### src/rtl/gpio_pkg.sv
package gpio_pkg;
   typedef enum logic [1:0] {
      GP_DIR = 2'd0,
      GP_PIN = 2'd1,
      GP_LAT = 2'd2,
      GP_ODE = 2'd3
   } gp_reg_e;
endpackage

### src/rtl/gpio_sync.sv
module gpio_sync #(
   parameter int WIDTH  = 16,
   parameter int STAGES = 2
) (
   input  logic             clk,
   input  logic             rst_n,
   input  logic [WIDTH-1:0] din,
   output logic [WIDTH-1:0] dout
);
   logic [WIDTH-1:0] chain [STAGES];

   initial begin : elab_chk
      if (STAGES < 2) $fatal(1, "gpio_sync needs at least two stages");
   end

   for (genvar s = 0; s < STAGES; s++) begin : g_stage
      if (s == 0) begin : g_first
         always_ff @(posedge clk or negedge rst_n)
            if (!rst_n) chain[0] <= '0;
            else        chain[0] <= din;
      end else begin : g_next
         always_ff @(posedge clk or negedge rst_n)
            if (!rst_n) chain[s] <= '0;
            else        chain[s] <= chain[s-1];
      end
   end

   assign dout = chain[STAGES-1];
endmodule

### src/rtl/gpio_regs.sv
module gpio_regs
   import gpio_pkg::*;
#(
   parameter int               WIDTH     = 16,
   parameter logic [WIDTH-1:0] IMPL_MASK = '1
) (
   input  logic             clk,
   input  logic             rst_n,
   input  logic [1:0]       addr,
   input  logic             we,
   input  logic [WIDTH-1:0] wdata,
   input  logic [WIDTH-1:0] pin_sync,
   output logic [WIDTH-1:0] rdata,
   output logic [WIDTH-1:0] dir_q,
   output logic [WIDTH-1:0] lat_q,
   output logic [WIDTH-1:0] od_q
);
   gp_reg_e sel;
   assign sel = gp_reg_e'(addr);

   always_ff @(posedge clk or negedge rst_n) begin
      if (!rst_n) begin
         dir_q <= IMPL_MASK;
         lat_q <= '0;
         od_q  <= '0;
      end else if (we) begin
         unique case (sel)
            GP_DIR:         dir_q <= wdata & IMPL_MASK;
            GP_PIN, GP_LAT: lat_q <= wdata & IMPL_MASK;
            GP_ODE:         od_q  <= wdata & IMPL_MASK;
            default: ;
         endcase
      end
   end

   always_comb begin
      unique case (sel)
         GP_DIR:  rdata = dir_q;
         GP_PIN:  rdata = pin_sync & IMPL_MASK;
         GP_LAT:  rdata = lat_q;
         GP_ODE:  rdata = od_q;
         default: rdata = '0;
      endcase
   end

   // both data addresses land in the latch one edge later
   assert_latch_write_R3: assert property (@(posedge clk) disable iff (!rst_n)
      (we && (addr == 2'd1 || addr == 2'd2)) |=> (lat_q == ($past(wdata) & IMPL_MASK)));

   // absent bits hold no state
   assert_absent_state_R8: assert property (@(posedge clk) disable iff (!rst_n)
      ((dir_q | lat_q | od_q) & ~IMPL_MASK) == '0);
endmodule

### src/rtl/gpio_pad_drive.sv
module gpio_pad_drive #(
   parameter int               WIDTH     = 16,
   parameter logic [WIDTH-1:0] IMPL_MASK = '1
) (
   input  logic             clk,
   input  logic             rst_n,
   input  logic [WIDTH-1:0] dir_q,
   input  logic [WIDTH-1:0] lat_q,
   input  logic [WIDTH-1:0] od_q,
   input  logic [WIDTH-1:0] periph_en,
   input  logic [WIDTH-1:0] periph_dout,
   input  logic [WIDTH-1:0] periph_oe,
   output logic [WIDTH-1:0] pad_out,
   output logic [WIDTH-1:0] pad_oe,
   output logic [WIDTH-1:0] pad_od
);
   logic [WIDTH-1:0] src_d, src_oe, raw_out, raw_oe;

   for (genvar i = 0; i < WIDTH; i++) begin : g_bit
      always_comb begin
         src_d[i]  = periph_en[i] ? periph_dout[i] : lat_q[i];
         src_oe[i] = periph_en[i] ? periph_oe[i]   : ~dir_q[i];
         if (od_q[i]) begin
            raw_out[i] = 1'b0;
            raw_oe[i]  = src_oe[i] & ~src_d[i];
         end else begin
            raw_out[i] = src_d[i];
            raw_oe[i]  = src_oe[i];
         end
      end
   end

   assign pad_out = raw_out & IMPL_MASK;
   assign pad_oe  = raw_oe  & IMPL_MASK;
   assign pad_od  = od_q    & IMPL_MASK;

   // an open-drain pad never drives high
   assert_od_low_only_R5: assert property (@(posedge clk) disable iff (!rst_n)
      (pad_od & pad_oe & pad_out) == '0);

   // a peripheral '1' on an open-drain pin releases the pad
   assert_od_periph_R6: assert property (@(posedge clk) disable iff (!rst_n)
      (pad_od & periph_en & periph_dout & pad_oe) == '0);
endmodule

### src/rtl/gpio_latch_port.sv
module gpio_latch_port
   import gpio_pkg::*;
#(
   parameter int                WIDTH       = 16,
   parameter logic [WIDTH-1:0]  IMPL_MASK   = '1,
   parameter int                SYNC_STAGES = 2
) (
   input  logic             clk,
   input  logic             rst_n,
   input  logic [1:0]       reg_addr,
   input  logic             reg_we,
   input  logic [WIDTH-1:0] reg_wdata,
   output logic [WIDTH-1:0] reg_rdata,
   input  logic [WIDTH-1:0] periph_en,
   input  logic [WIDTH-1:0] periph_dout,
   input  logic [WIDTH-1:0] periph_oe,
   input  logic [WIDTH-1:0] pad_in,
   output logic [WIDTH-1:0] pad_out,
   output logic [WIDTH-1:0] pad_oe,
   output logic [WIDTH-1:0] pad_od
);
   initial begin : elab_chk
      if (WIDTH < 1 || WIDTH > 32) $fatal(1, "gpio_latch_port WIDTH out of range");
      if (SYNC_STAGES < 2)         $fatal(1, "gpio_latch_port needs two or more sync stages");
   end

   logic [WIDTH-1:0] pin_sync, dir_q, lat_q, od_q;

   gpio_sync #(.WIDTH(WIDTH), .STAGES(SYNC_STAGES)) u_sync (
      .clk(clk), .rst_n(rst_n), .din(pad_in), .dout(pin_sync));

   gpio_regs #(.WIDTH(WIDTH), .IMPL_MASK(IMPL_MASK)) u_regs (
      .clk(clk), .rst_n(rst_n), .addr(reg_addr), .we(reg_we), .wdata(reg_wdata),
      .pin_sync(pin_sync), .rdata(reg_rdata),
      .dir_q(dir_q), .lat_q(lat_q), .od_q(od_q));

   gpio_pad_drive #(.WIDTH(WIDTH), .IMPL_MASK(IMPL_MASK)) u_drive (
      .clk(clk), .rst_n(rst_n), .dir_q(dir_q), .lat_q(lat_q), .od_q(od_q),
      .periph_en(periph_en), .periph_dout(periph_dout), .periph_oe(periph_oe),
      .pad_out(pad_out), .pad_oe(pad_oe), .pad_od(pad_od));

   // absent bits never reach the pad
   assert_absent_quiet_R8: assert property (@(posedge clk) disable iff (!rst_n)
      ((pad_out | pad_oe | pad_od) & ~IMPL_MASK) == '0);

   // push-pull pins under peripheral control follow the peripheral
   assert_periph_owns_R7: assert property (@(posedge clk) disable iff (!rst_n)
      ((periph_en & ~pad_od & IMPL_MASK) & ((pad_out ^ periph_dout) | (pad_oe ^ periph_oe))) == '0);

   // port view equals the pin two edges earlier (two-stage build only)
   if (SYNC_STAGES == 2) begin : g_sync_chk
      logic [1:0] warm;
      always_ff @(posedge clk or negedge rst_n)
         if (!rst_n)         warm <= '0;
         else if (warm != 2) warm <= warm + 2'd1;
      assert_sync_delay_R4: assert property (@(posedge clk) disable iff (!rst_n)
         (warm == 2'd2) |-> (pin_sync == $past(pad_in, 2)));
   end
endmodule

### config.mk
export PLATFORM = sky130hd
export DESIGN_NAME = gpio_latch_port
export DESIGN_NICKNAME = d
export VERILOG_FILES = /design/src/rtl/gpio_pkg.sv /design/src/rtl/gpio_sync.sv /design/src/rtl/gpio_regs.sv /design/src/rtl/gpio_pad_drive.sv /design/src/rtl/gpio_latch_port.sv
export SDC_FILE = /design/constraint.sdc
export NUM_CORES = 1
export LEC_CHECK = 0
export BUFFER_PORTS_ARGS = -buffer_cell sky130_fd_sc_hd__buf_2
export CAP_MARGIN = 30
export CORE_MARGIN = 5
export CORE_UTILIZATION = 50
export CTS_CLUSTER_DIAMETER = 50
export CTS_CLUSTER_SIZE = 25
export DETAILED_ROUTE_END_ITERATION = 12
export HOLD_SLACK_MARGIN = 0.05
export PLACE_DENSITY = 0.81
export SETUP_SLACK_MARGIN = 0.3
export SLEW_MARGIN = 20
export SYNTH_ARGS = -nofsm -noshare
export SYNTH_HDL_FRONTEND = slang
export SYNTH_HIERARCHICAL = 1
export SYNTH_SLANG_ARGS = --single-unit
### constraint.sdc
create_clock -name clk -period 1.35 [get_ports clk]
set_input_delay 0.2025 -clock clk [delete_from_list [all_inputs] [get_ports clk]]
set_output_delay 0.2025 -clock clk [all_outputs]
set_load 0.01 [all_outputs]
==> flow_metrics.tcl <==
set metrics [dict create \
    fin_nets 592 \
    worst_pin_slew_ns 0.429 \
    grt_pass1_wl_um 17500 \
    crit_type "flop to output pin" \
    grt-busiest-layer "met2" \
    drive_gt1_frac 0.669 \
    drt_iter0_drc 200 \
    whs_path_depth 2 \
    grt_util_met1 0.257 \
    startpoint_type "flop" \
    clk_latency_ns 0.34 \
    violations "negative setup slack" \
    grt_pass1_vias 3514 \
    p_per_area_mw_per_mm2 1310 \
    setup_slack_ns -0.312 \
    hp-start "reg_wdata[11]" \
    vias_per_cell 5.35 \
    dr_total_vias 3260 \
    syn_area_mm2 0.00404 \
    dieArea_mm2 0.00998 \
    final_core_utilization 0.771 \
    yosys_warnings 6 \
    relSlewSlack 0.714 \
    synth_edf_count 0 \
    use_met2 0.405 \
    rrSetupSlack_ns 0.23 \
    holdPathEnd "u_regs/od_q[11]" \
    clkTransAtPathRegs_ns 0.08 \
    drc 0 \
    seq_area_frac_synth 0.501 \
    cts-htree-levels 3 \
    max_clock_freq_ghz 0.602 \
    globalplace.congestion 0.765 \
    cap_viol_max_count 0 \
    pin_count 149 \
    initial_core_util 0.517 \
    preCtsSetupSlack_ns -0.264 \
    dr.pass1.iters 4 \
    core_area_mm2 0.00781 \
    period_share 1.23 \
    fin_tns_setup_ns -7.24 \
    clockBufferDepth 2 \
    hold_viol 0 \
    dpl.hpwl_um 7080 \
    grt_max_degree 81 \
    die_w_um 99.9 \
    syn_area_per_cell_um2 13.2 \
    ant_nets 0 \
    async_flop_share 1.00 \
    clock-sinks 80 \
    synth.distinct_cells 17 \
    path_max_fanout 2 \
    outcome "finished with violations" \
    worstRegToRegCells 4 \
    clock-root-buffer "clkbuf_8" \
    synth_common_cells "dfrtp_1 (64), buf_4 (33), mux2i_1 (32), mux2_2 (28), mux2_4 (20)" \
    leakagePower_nw 2.96 \
    crit_required_ns 1.15 \
    syn2layout_area_growth_pct 49.0 \
    synth_area_leaders "dfrtp_1 (40%), dfstp_2 (10%), mux2i_1 (7.9%), mux2_2 (7.8%), mux2_4 (7.4%)" \
    grtUsageMet3 0.0396 \
    rsz0062_at_grt "true" \
    slew_viol_final 0 \
    yosys.area.top_type_share 0.397 \
    syn-instance-count 307 \
    yosysTopAreaCell "dfrtp_1" \
    grt.overflow.total 0 \
    synthesis.nets 397 \
    cp-end-kind "output pin" \
    r2r-end "u_regs/lat_q[13]" \
    r2r_start "u_regs/lat_q[13]" \
    cts_tree "built" \
    cp.arrival_ns 1.46 \
    numCtsBuffers 9 \
    rows 32 \
    antenna_found_initial 0 \
    synth_most_common_cell "dfrtp_1" \
    die_h_um 99.9 \
    fin_skew_ns 0.00656 \
    wire_per_inst_um 18.5 \
    track_usage 0.221 \
    antenna_cells 0 \
    holdCritPathClass "input pin to flop" \
    finalWorstPathRequiredPeriod_ns 1.66 \
    setup_violations 47 \
    totalWireLength_um 11300 \
    ys_seq_elements 80 \
    io_buffers 148 \
    synth_ff_type "dfrtp_1" \
    ir_drop_v 0.000898 \
]
logic make-up (layout without fill, tap and decap cells):
logic type / Yosys count / after routing / share of synthesized area
AO/OA/AOI/OAI: 48 / 48 / 0.124
adder cells (fa/ha/maj): 5 / 5 / 0.0155
buffers and inverters: 59 / 258 / 0.0926
flip-flops: 80 / 80 / 0.501
multiplexers: 80 / 80 / 0.232
AND/OR/NAND/NOR: 35 / 36 / 0.0356
flip-flops by register name, summed over array words and instances (netlist names):
register	flops
u_regs/od_q	16
u_regs/dir_q	16
u_sync/dout	16
u_regs/lat_q	16
u_sync/chain	16
worst max-delay path, stage by stage, from the launching register on:
cell and delay (ns):
dfrtp_1 0.40, a222oi_1 0.43, mux2i_2 0.13, buf_2 0.17
area by class of cell:
class,instances,area (µm²)
clock buffer,14,173
inverter,18,72.6
clock inverter,2,60.1
sequential,80,2040
fill,498,1790
timing repair buffer,224,1710
multi-input combinational,169,1840
tap,102,128
worst max path at each step:
stage                    startpoint            end  slack (ns)  cells past startpoint
global placement        reg_addr[0]   reg_rdata[3]       -0.16                      6
CTS                  u_sync/dout[9]   reg_rdata[9]       -0.32                      3
finish              u_regs/lat_q[9]   reg_rdata[9]       -0.31                      3
global route        u_regs/lat_q[9]   reg_rdata[9]       -0.38                      3
floorplan               reg_addr[1]  reg_rdata[10]        0.11                      5
detailed placement      reg_addr[0]   reg_rdata[9]       -0.26                      6
repair_timing:
action | CTS | global route
endpoints found under the hold margin | 80 | 0
gates resized for setup | 61 | 24
buffers inserted | 32 | 13
gates cloned | 1 | 1
endpoints found under the setup margin | 96 | 89
pin swaps | 28 | 25
hold buffers | 17 | 0
cells in the final DEF (no fill, tap or decap), drive strengths merged:
cell type,n
buf,207
dfrtp,64
mux2,48
mux2i,32
nand2,20
inv,18
dlygate4sd3,17
a31o,16
a222oi,16
dfstp,16
a211oi,16
nor2,16
clkbuf,14
ha,5
bufinv,2
power by group:
group          internal (mW)  switching (mW)
combinational           1.61            1.07
sequential              2.81           0.363
clock                   1.20           0.824
routing by layer:
metal / vias up / share of wire
met1: 1637 / 0.37
met5: - / 0
met2: 125 / 0.55
li1: 1481 / -
met4: 0 / 0.018
met3: 17 / 0.058
stage by stage:
step,instances,hold slack (ns),total power [mW],instance area (µm²)
2_1_floorplan,307,-0.0931,4.38,4210
3_3_place_gp,529,0.254,4.95,4890
6_report,609,0.123,7.88,6020
5_1_grt,609,0.117,8.26,6020
3_5_place_dp,529,0.262,5.04,4890
4_1_cts,595,0.115,7.61,5790
Power figures use the tool's default switching activity.
